<file path="src/rtl/ctmr_pkg.sv">
package ctmr_pkg;

    localparam int unsigned NUM_SRC   = 3;
    localparam int unsigned NIB_W     = 4;
    localparam int unsigned NUM_TAPS  = 4;

    // source index: 0 = 32 Hz, 1 = 16 Hz, 2 = 2 Hz
    function automatic int unsigned src_tap_bit(input int unsigned div_w,
                                                input int unsigned idx);
        case (idx)
            0:       return div_w - 5;
            1:       return div_w - 4;
            default: return div_w - 1;
        endcase
    endfunction

    typedef struct packed {
        logic [NUM_SRC-1:0] pend;
        logic [NUM_SRC-1:0] ena;
    } flag_state_t;

    typedef struct packed {
        logic sel_taps;
        logic sel_ctl;
        logic sel_pend;
    } decode_t;

endpackage

</file>
<file path="src/rtl/ctmr_divider.sv">
module ctmr_divider
    import ctmr_pkg::*;
#(
    parameter int unsigned DIV_W = 14
) (
    input  logic               clk,
    input  logic               rst_n,
    input  logic               tick,
    input  logic               clear,
    output logic [DIV_W-1:0]   count,
    output logic [NUM_SRC-1:0] fall
);

    typedef struct packed {
        logic [DIV_W-1:0] cnt;
    } div_state_t;

    div_state_t st_d, st_q;

    always_comb begin
        st_d = st_q;
        if (clear) begin
            st_d.cnt = '0;
        end else if (tick) begin
            st_d.cnt = st_q.cnt + 1'b1;
        end
    end

    always_ff @(posedge clk or negedge rst_n) begin
        if (!rst_n) begin
            st_q <= '0;
        end else begin
            st_q <= st_d;
        end
    end

    assign count = st_q.cnt;

    // a tap bit drops exactly when every bit up to and including it is one
    for (genvar g = 0; g < NUM_SRC; g++) begin : g_fall
        localparam int unsigned TAP = src_tap_bit(DIV_W, g);
        assign fall[g] = tick && !clear && (&st_q.cnt[TAP:0]);
    end

endmodule

</file>
<file path="src/rtl/ctmr_flags.sv">
module ctmr_flags
    import ctmr_pkg::*;
(
    input  logic               clk,
    input  logic               rst_n,
    input  logic [NUM_SRC-1:0] fall,
    input  logic               pend_rd,
    input  logic               ctl_wr,
    input  logic [NUM_SRC-1:0] ena_wdata,
    output logic [NUM_SRC-1:0] pend,
    output logic [NUM_SRC-1:0] ena,
    output logic               irq
);

    flag_state_t st_d, st_q;

    always_comb begin
        st_d = st_q;
        if (ctl_wr) begin
            st_d.ena = ena_wdata;
        end
        for (int i = 0; i < NUM_SRC; i++) begin
            // an edge in the read cycle keeps its flag pending
            st_d.pend[i] = (st_q.pend[i] && !pend_rd) || fall[i];
        end
    end

    always_ff @(posedge clk or negedge rst_n) begin
        if (!rst_n) begin
            st_q <= '0;
        end else begin
            st_q <= st_d;
        end
    end

    assign pend = st_q.pend;
    assign ena  = st_q.ena;
    assign irq  = |(st_q.pend & st_q.ena);

endmodule

</file>
<file path="src/rtl/ctmr_regbus.sv">
module ctmr_regbus
    import ctmr_pkg::*;
#(
    parameter int unsigned ADDR_W    = 8,
    parameter int unsigned DIV_W     = 14,
    parameter logic [ADDR_W-1:0] TAPS_ADDR = 8'hF2,
    parameter logic [ADDR_W-1:0] CTL_ADDR  = 8'hF4,
    parameter logic [ADDR_W-1:0] PEND_ADDR = 8'hF6
) (
    input  logic [ADDR_W-1:0]  addr,
    input  logic               wr,
    input  logic               rd,
    input  logic [NIB_W-1:0]   wdata,
    input  logic [DIV_W-1:0]   count,
    input  logic [NUM_SRC-1:0] pend,
    input  logic [NUM_SRC-1:0] ena,
    output logic               div_clear,
    output logic               ctl_wr,
    output logic               pend_rd,
    output logic [NIB_W-1:0]   rdata
);

    localparam int unsigned TAP_LO = DIV_W - NUM_TAPS;

    decode_t dec;

    always_comb begin
        dec.sel_taps = (addr == TAPS_ADDR);
        dec.sel_ctl  = (addr == CTL_ADDR);
        dec.sel_pend = (addr == PEND_ADDR);
    end

    assign ctl_wr    = wr && dec.sel_ctl;
    assign div_clear = ctl_wr && wdata[NIB_W-1];
    assign pend_rd   = rd && dec.sel_pend;

    always_comb begin
        rdata = '0;
        unique case (1'b1)
            dec.sel_taps: rdata = count[DIV_W-1:TAP_LO];
            dec.sel_ctl:  rdata = {1'b0, ena};
            dec.sel_pend: rdata = {1'b0, pend};
            default:      rdata = '0;
        endcase
    end

endmodule

</file>
<file path="src/rtl/clock_timer.sv">
module clock_timer
    import ctmr_pkg::*;
#(
    parameter int unsigned ADDR_W = 8,
    parameter int unsigned DIV_W  = 14
) (
    input  logic              clk,
    input  logic              rst_n,
    input  logic              osc_tick,
    input  logic [ADDR_W-1:0] bus_addr,
    input  logic              bus_wr,
    input  logic              bus_rd,
    input  logic [NIB_W-1:0]  bus_wdata,
    output logic [NIB_W-1:0]  bus_rdata,
    output logic              irq
);

    logic [DIV_W-1:0]   div_count;
    logic [NUM_SRC-1:0] div_fall;
    logic [NUM_SRC-1:0] pend;
    logic [NUM_SRC-1:0] ena;
    logic               div_clear;
    logic               ctl_wr;
    logic               pend_rd;

    ctmr_divider #(.DIV_W(DIV_W)) u_div (
        .clk   (clk),
        .rst_n (rst_n),
        .tick  (osc_tick),
        .clear (div_clear),
        .count (div_count),
        .fall  (div_fall)
    );

    ctmr_flags u_flags (
        .clk       (clk),
        .rst_n     (rst_n),
        .fall      (div_fall),
        .pend_rd   (pend_rd),
        .ctl_wr    (ctl_wr),
        .ena_wdata (bus_wdata[NUM_SRC-1:0]),
        .pend      (pend),
        .ena       (ena),
        .irq       (irq)
    );

    ctmr_regbus #(.ADDR_W(ADDR_W), .DIV_W(DIV_W)) u_bus (
        .addr      (bus_addr),
        .wr        (bus_wr),
        .rd        (bus_rd),
        .wdata     (bus_wdata),
        .count     (div_count),
        .pend      (pend),
        .ena       (ena),
        .div_clear (div_clear),
        .ctl_wr    (ctl_wr),
        .pend_rd   (pend_rd),
        .rdata     (bus_rdata)
    );

endmodule

</file>
<file path="config.mk">
export PLATFORM = sky130hd
export DESIGN_NAME = clock_timer
export DESIGN_NICKNAME = d
export VERILOG_FILES = /design/src/rtl/ctmr_pkg.sv /design/src/rtl/ctmr_divider.sv /design/src/rtl/ctmr_flags.sv /design/src/rtl/ctmr_regbus.sv /design/src/rtl/clock_timer.sv
export SDC_FILE = /design/constraint.sdc
export NUM_CORES = 1
export LEC_CHECK = 0
export BUFFER_PORTS_ARGS = -buffer_cell sky130_fd_sc_hd__buf_2
export CORE_MARGIN = 4
export CORE_UTILIZATION = 58
export DETAILED_ROUTE_END_ITERATION = 10
export HOLD_SLACK_MARGIN = 0.03
export PLACE_DENSITY = 0.83
export REMOVE_ABC_BUFFERS = 1
export SYNTH_ARGS = -nofsm -noshare
export SYNTH_HDL_FRONTEND = slang
export SYNTH_HIERARCHICAL = 1
export SYNTH_SLANG_ARGS = --single-unit
</file>
<file path="constraint.sdc">
create_clock -name clk -period 2.9 [get_ports clk]
set_input_delay 0.29 -clock clk [delete_from_list [all_inputs] [get_ports clk]]
set_output_delay 0.29 -clock clk [all_outputs]
set_load 0.005 [all_outputs]
</file>
# == Word level (Yosys, flattened, before mapping) ==
# Cells that the tools add are included.
# totals
register_bits,20
word_cells,31
# op_classes
n_reduce_logical,20
bitwise_logic,1
eq_ne,3
addsub,1
muxes,3
# ops
operator,count
2-to-1 mux 14 bit,2
"equality test 8 bit, second input constant",3
"adder 14 x 1 -> 14 bit, second input constant",1
AND reduction 14 bit,1
case mux 4 bit (3 select lines),1
AND reduction 11 bit,1
logical AND 1 bit,10
AND reduction 10 bit,1
AND 3 bit,1
logical OR 1 bit,3
OR reduction 3 bit,1
logical NOT 1 bit,2
nonzero test 2 bit,1

# == Depth between registers and ports, before layout ==
# Gate-level depths: netlist of the first run.
# logic_depth
ltp_word,7
depth_mapped,6
depth_no_buf,5

# == Modules after synthesis ==
# Netlist of the first run, hierarchy kept.
# modules_own_cells
mod,area_per_inst_um2,instances,cells_each
ctmr_divider,818.3,1,79
ctmr_flags,225.2,1,15
ctmr_regbus,171.4,1,24

# == Least setup slack after synthesis of the first run ==
# OpenSTA, ideal clock, no wires.
# synth_path
kind,in2reg
from,input bus_addr[3]
to,"register u_div.st_q, in the netlist u_div/count[0]"
arrival_ns,1.645
stages,6
setup_time_ns,0.132
slack_ns,1.123
path_buffers,2
path_cell_list,and4b_1 nand3b_2 nor4_2 clkbuf_1 buf_1 nor2_1
# synth_via
elab_chain_cells,4
# synth_rtl
item,line_no,text
"start, declared",clock_timer.sv:10,"input logic [ADDR_W-1:0] bus_addr,"
equality test 8 bit (*),ctmr_regbus.sv:29,dec.sel_ctl = (addr == CTL_ADDR);
logical AND 1 bit (*),ctmr_regbus.sv:33,assign ctl_wr = wr && dec.sel_ctl;
logical AND 1 bit (*),ctmr_regbus.sv:34,assign div_clear = ctl_wr && wdata[NIB_W-1];
net div_clear,clock_timer.sv:22,logic div_clear;
2-to-1 mux 14 bit or nonzero test 2 bit (tied branches),-,
"end signal, assigned",ctmr_divider.sv:33,st_q <= st_d;
"end, declared",ctmr_divider.sv:18,"div_state_t st_d, st_q;"
# Mark *: on every way through the listed nets, which the timed path passes. The rest lies on a longest branch.
# A chain may end at the register's enable or synchronous reset.

# == Worst setup path after layout of the first run ==
# layout_path
from,"register u_div.st_q, in the netlist u_div/count[10]"
to,output bus_rdata[0]
# layout_via
elab_chain_cells,1
# layout_rtl
item,line_no,text
case mux 4 bit (3 select lines),ctmr_regbus.sv:39,unique case (1'b1)
"end, declared",clock_timer.sv:14,"output logic [NIB_W-1:0] bus_rdata,"
# No other way between the ends.

==> results of run 1 <==
-- layer usage --
layer / global-route usage / part of all wire
met4: 0.0766 / 0.024
met3: 0.0305 / 0.064
met2: 0.349 / 0.49
met1: 0.222 / 0.42
met5: 0 / 0
-- path summary, 6_finish.rpt --
path | slack, ps | depth (start not counted) | endpoint
setup / recovery | 1240 | 4 | bus_rdata[0]
hold / removal | 220 | 2 | u_flags/ena[1]$_DFFE_PN0P_
setup reg to reg | 1250 | 5 | u_flags/pend[2]$_DFF_PN0_
hold reg to reg | 520 | 1 | u_flags/pend[0]$_DFF_PN0_
max in group asynchronous | 2140 | 2 | u_div/count[9]$_DFFE_PN0P_
min in group asynchronous | 450 | 2 | u_flags/ena[0]$_DFFE_PN0P_
-- cell usage in the layout, fill, tap and decap left out, types with 4 or more instances in the layout --
cell and n:
a21oi_1 6, dfrtp_1 20, mux2_2 6, nor2b_1 5, nor4_2 4, nor2_1 11, nand4_1 5, nand2_1 10
nor3_1 4, buf_2 21, inv_1 5
-- area by class of cell --
cell class | instances | area, um2 | area share
clock buffer | 3 | 22.5 | 0.0163
clock inverter | 1 | 30.0 | 0.0217
inverter | 5 | 18.8 | 0.0136
multi-input combinational | 87 | 654 | 0.473
sequential | 20 | 500 | 0.362
tap | 27 | 33.8 | 0.0244
timing repair buffer | 23 | 123 | 0.0887
-- synthesized netlist by cell type (all sizes together) (3+ instances only) --
master,number
dfrtp,20
nor2,11
mux2,10
nand2,10
nor4,7
a21oi,6
nand4,6
inv,5
nor2b,5
buf,4
nor3,4
a21o,3
o31ai,3
or3,3
or4,3
xor2,3
-- report_power, final --
part | switching, mW | internal (mW) | leakage, nW
clock | 0.0851 | 0.140 | 0.0279
combinational | 0.102 | 0.0642 | 0.335
sequential | 0.0713 | 0.326 | 0.267
total | 0.258 | 0.530 | 0.631
-- registers in the layout, indices dropped and copies added (netlist names) --
name and cells:
u_div/count 14, u_flags/pend 3, u_flags/ena 3
-- worst reg2reg max path: cells and delay by family (launching register included) --
kind	cells	cell delay [ps]
and+or+nand+nor	2	680
DFF	1	430
adders and majority gates	1	250
buffers and inverters	1	130
AOI/OAI and AO/OA	1	110
-- timing repair --
action	in CTS	in global routing
hold buffers	1	0
hold endpoints to repair	20	0
buffers inserted	0	0
setup endpoints to repair	0	0
-- cells by family after synthesis --
logic type / count (synthesis) / share of synthesized area
XOR/XNOR: 4 / 0.0288
AO/OA/AOI/OAI: 17 / 0.0958
adder cells (fa/ha/maj): 1 / 0.0103
multiplexers: 11 / 0.104
flip-flops: 20 / 0.412
AND/OR/NAND/NOR: 54 / 0.300
buffers and inverters: 11 / 0.0494
==> impl_metrics.ini, run 1 <==
[run_status]
status = completed

[critical_path]
crit_required_ps = 2610
crit_path_end_kind = output pin
crit_type = flip-flop to output pin
cpPeakStageDelay_ps = 440
crit_chain = mux2_1, a22oi_1, nor2_1, buf_2
crit_path_start = u_div/count[10]$_DFFE_PN0P_
start_kind = flip-flop
path_delay_family = flip-flops
timing.rr.start = u_div/count[0]$_DFFE_PN0P_
cp_slowest_cell = dfrtp_1
critPathBufInv = 1
cp_max_fo = 5
worstPathArrival_ps = 1370

[clocking]
cts_tree = yes
ctsResizeCount = 0
htreeDepth = 1
clk_latency_ps = 300
cts_buffer_depth = 2
root_buffer = clkbuf_4
clock_sinks = 20
numCtsBuffers = 3
clk_pin_slew_ps = 110

[logic_synthesis]
yosys_warnings = 6
yosysSeqAreaShare = 0.412
synth_edf_count = 0
synth_area_um2 = 1210
synth-async-reset-ratio = 1.00
synthDistinctLibCells = 38
ys_ff_latch = 20
synthTopCellsByArea = dfrtp_1 (41%), mux2_2 (5.6%), nor4_2 (4.1%)
yosysTopAreaCell = dfrtp_1
ys.flop_type = dfrtp_1
synth_top_area_frac = 0.412
synthCells = 118
syn_area_per_cell_um2 = 10.3

[cells_and_area]
stdcell_count = 166
antenna_cells = 0
drive_gt1_frac = 0.317
final_area_um2 = 1380
fillers = 156
finish.net_count = 158
syn_to_final_growth_pct = 13.8
post-route-util = 0.698

[floorplan]
num_rows = 16
num_io_pins = 22
coreArea_um2 = 1980
fp.dieW_um = 53.8
die-area_um2 = 2890
start_util = 0.613
die_y_um = 53.8

[timing]
max_freq_mhz = 601
period_minus_slack_ps = 1660
final-setup-viol-count = 0
period_share = 0.573
worst_pin_slew_ps = 714
fin_hold_ws_ps = 223
grt_setup_unrepaired = false
clock_skew_ps = 2.63
slew_headroom = 0.520
fin_ws_ps = 1240
setup_tns_ps = 0
hold_viol_final = 0
slew_viol_final = 0

[routing]
drt_iter0_drc = 22
wl_per_cell_um = 14.6
vias = 996
wirelength_mm = 2.43
post-route-drc-count = 0
first_pass_iters = 5
ant_nets = 0
detail_route.vias_per_cell = 6.00

[worst_hold_path]
min_path_type = primary input to flip-flop
hold_start = bus_wdata[1]

[power]
p_leak_nw = 0.631
power_uw = 788
power_density_nw_per_um2 = 570
vdd_drop_max_v = 0.000457

[global_route]
grt_pass1_vias = 952
grt_max_degree = 22
grt_remaining_overflow = 0
antenna_found_initial = 0
grt_pass1_wl_mm = 4.06
grt_usage = 0.192

[place]
portBuffers = 21
finalWeightedCongestion = 0.736
dp.final_hpwl_mm = 1.75
dp.cells = 161
pre_cts_ws_ps = 973
placed_area_um2 = 1320

[run]
cap_violations = 0
Note: power is estimated with default switching activity, not from simulation.
==> run 2, diff against run 1 <==
Settings changed: ABC_AREA from default to 1, CORE_UTILIZATION 58 to 54, PLACE_DENSITY 0.83 to 0.77.
Clock period 2.9 ns to 1.55 ns, I/O delays scaled along.
==> impl_metrics.ini, run 2 <==
[run_status]
status = completed

[cells_and_area]
stdcell_count = 225
final_cell_mix = nand2_1 (40), inv_1 (24), buf_2 (21)
syn_to_final_growth_pct = 15.1
largest_reg_flops = 14
drive_gt1_frac = 0.259
final_area_um2 = 1440
antenna_cells = 0
finish.net_count = 217
fillers = 206
post-route-util = 0.651
layout_commonest_cell = nand2_1

[clocking]
clk_pin_slew_ps = 100
clock_sinks = 20
root_buffer = clkbuf_4
cts_buffer_depth = 2
clk_latency_ps = 290
cts_setup_buffers = 0
numCtsBuffers = 3
htreeDepth = 1
cts_tree = yes

[timing]
setup_tns_ps = 0
max_freq_mhz = 727
slew_viol_final = 0
worst_pin_slew_ps = 439
fin_ws_ps = 174
hold_viol_final = 0
fin_hold_ws_ps = 73.1
clock_skew_ps = 4.84
period_minus_slack_ps = 1380
final-setup-viol-count = 0
period_share = 0.888
grt_setup_unrepaired = false
slew_headroom = 0.707

[critical_path]
timing.rr.start = u_div/count[0]$_DFFE_PN0P_
start_kind = flip-flop
reg2regPathDepth = 6
crit_required_ps = 1780
crit_path_end_kind = flip-flop
cp_max_fo = 3
crit_path_start = u_div/count[0]$_DFFE_PN0P_
worstPathArrival_ps = 1600
crit_type = flip-flop to flip-flop

[floorplan]
die_y_um = 56.1
start_util = 0.566
die-area_um2 = 3150
num_io_pins = 22
fp.dieW_um = 56.1
coreArea_um2 = 2210
num_rows = 17

[worst_hold_path]
hold_start = bus_wdata[1]
min_path_type = primary input to flip-flop
min_path_cells = 3

[logic_synthesis]
synth-async-reset-ratio = 1.00
yosys_warnings = 6
synth.most_common_cell = nand2_1
synth_area_um2 = 1250
yosysTopAreaCell = dfrtp_1
ys.flop_type = dfrtp_1
synth_edf_count = 0
syn_area_per_cell_um2 = 7.36
synthDistinctLibCells = 26
synth_top_area_frac = 0.400
synthCells = 170
yosysSeqAreaShare = 0.400
synthTopCellsByArea = dfrtp_1 (40%), nand2_1 (12%), nand3_1 (8.0%)
synth_common_cells = nand2_1 (40), inv_1 (24), dfrtp_1 (20), nand3_1 (20), nor2_1 (18)
ys_ff_latch = 20

[routing]
detail_route.vias_per_cell = 5.25
wirelength_mm = 2.77
wl_per_cell_um = 12.3
ant_nets = 0
vias = 1182
drt_iter0_drc = 38
first_pass_iters = 4
post-route-drc-count = 0

[place]
dp.final_hpwl_mm = 2.23
finalWeightedCongestion = 0.885
placed_area_um2 = 1410
portBuffers = 21
dp.cells = 221
pre_cts_ws_ps = 42.9

[power]
p_leak_nw = 0.796
vdd_drop_max_v = 0.000907
power_mw = 1.24
power_density_nw_per_um2 = 860

[global_route]
antenna_found_initial = 0
grt_remaining_overflow = 0
grt_usage = 0.193
grt_pass1_wl_mm = 4.93
grt_pass1_vias = 1235
grt_max_degree = 21

[run]
cap_violations = 0
-- run 2: cell types whose count changed after synthesis, sizes merged, moves of 6 or more --
cell	before	now
nor2	11	28
inv	5	26
nand3	2	22
nand2	10	42
o21ai	2	8
mux2	10	1
-- run 2: path summary, 6_finish.rpt --
kind	end	slack (ps)
setup / recovery	u_flags/pend[1]$_DFF_PN0_	170
hold / removal	u_flags/ena[1]$_DFFE_PN0P_	70
setup reg to reg	u_flags/pend[1]$_DFF_PN0_	170
hold reg to reg	u_div/count[3]$_DFFE_PN0P_	540
max in group asynchronous	u_flags/pend[2]$_DFF_PN0_	920
min in group asynchronous	u_flags/pend[1]$_DFF_PN0_	330
-- run 2: routing by layer --
layer,part of all wire,vias up,routed length [um],global-route usage
met5,0,-,0,0
met3,0.051,10,141,0.0325
met2,0.50,36,1380,0.332
met4,0.031,0,86,0.136
met1,0.42,535,1160,0.212
li1,-,601,-,-
-- run 2: repair_timing --
item / CTS / global route
endpoints found under the hold margin: 20 / 0
endpoints found under the setup margin: 0 / 1
gates resized for setup: 0 / 1
hold buffers: 1 / 0
-- run 2: cell type report --
cell class | count | area, um2 | area share
clock buffers | 3 | 22.5 | 0.0156
inverters | 26 | 97.6 | 0.0678
multi-input cells | 122 | 639 | 0.444
flip-flops and latches | 20 | 500 | 0.348
well taps | 28 | 35.0 | 0.0243
repair buffers | 26 | 145 | 0.101
-- run 2: cell families (layout without fill, tap and decap cells) --
logic type,Yosys count,after routing,share of synthesized area
buffers and inverters,28,55,0.0910
and+or+nand+nor,103,103,0.411
muxes,1,1,0.00900
DFF,20,20,0.400
adders and majority gates,1,1,0.0100
AOI/OAI and AO/OA,17,17,0.0790
-- run 2: critical path: stages, from the launching register on --
cell      delay [ps]
dfrtp_1          430
ha_1             230
nand2_1           80
nor2_2           150
nand2_1           90
nor4_1           190
o21bai_1         150
-- run 2: power by group --
group / switching (mW) / total (mW) / internal [mW]
registers: 0.0851 / 0.694 / 0.609
logic: 0.202 / 0.311 / 0.109
clock network: 0.144 / 0.234 / 0.0903
total: 0.430 / 1.24 / 0.808
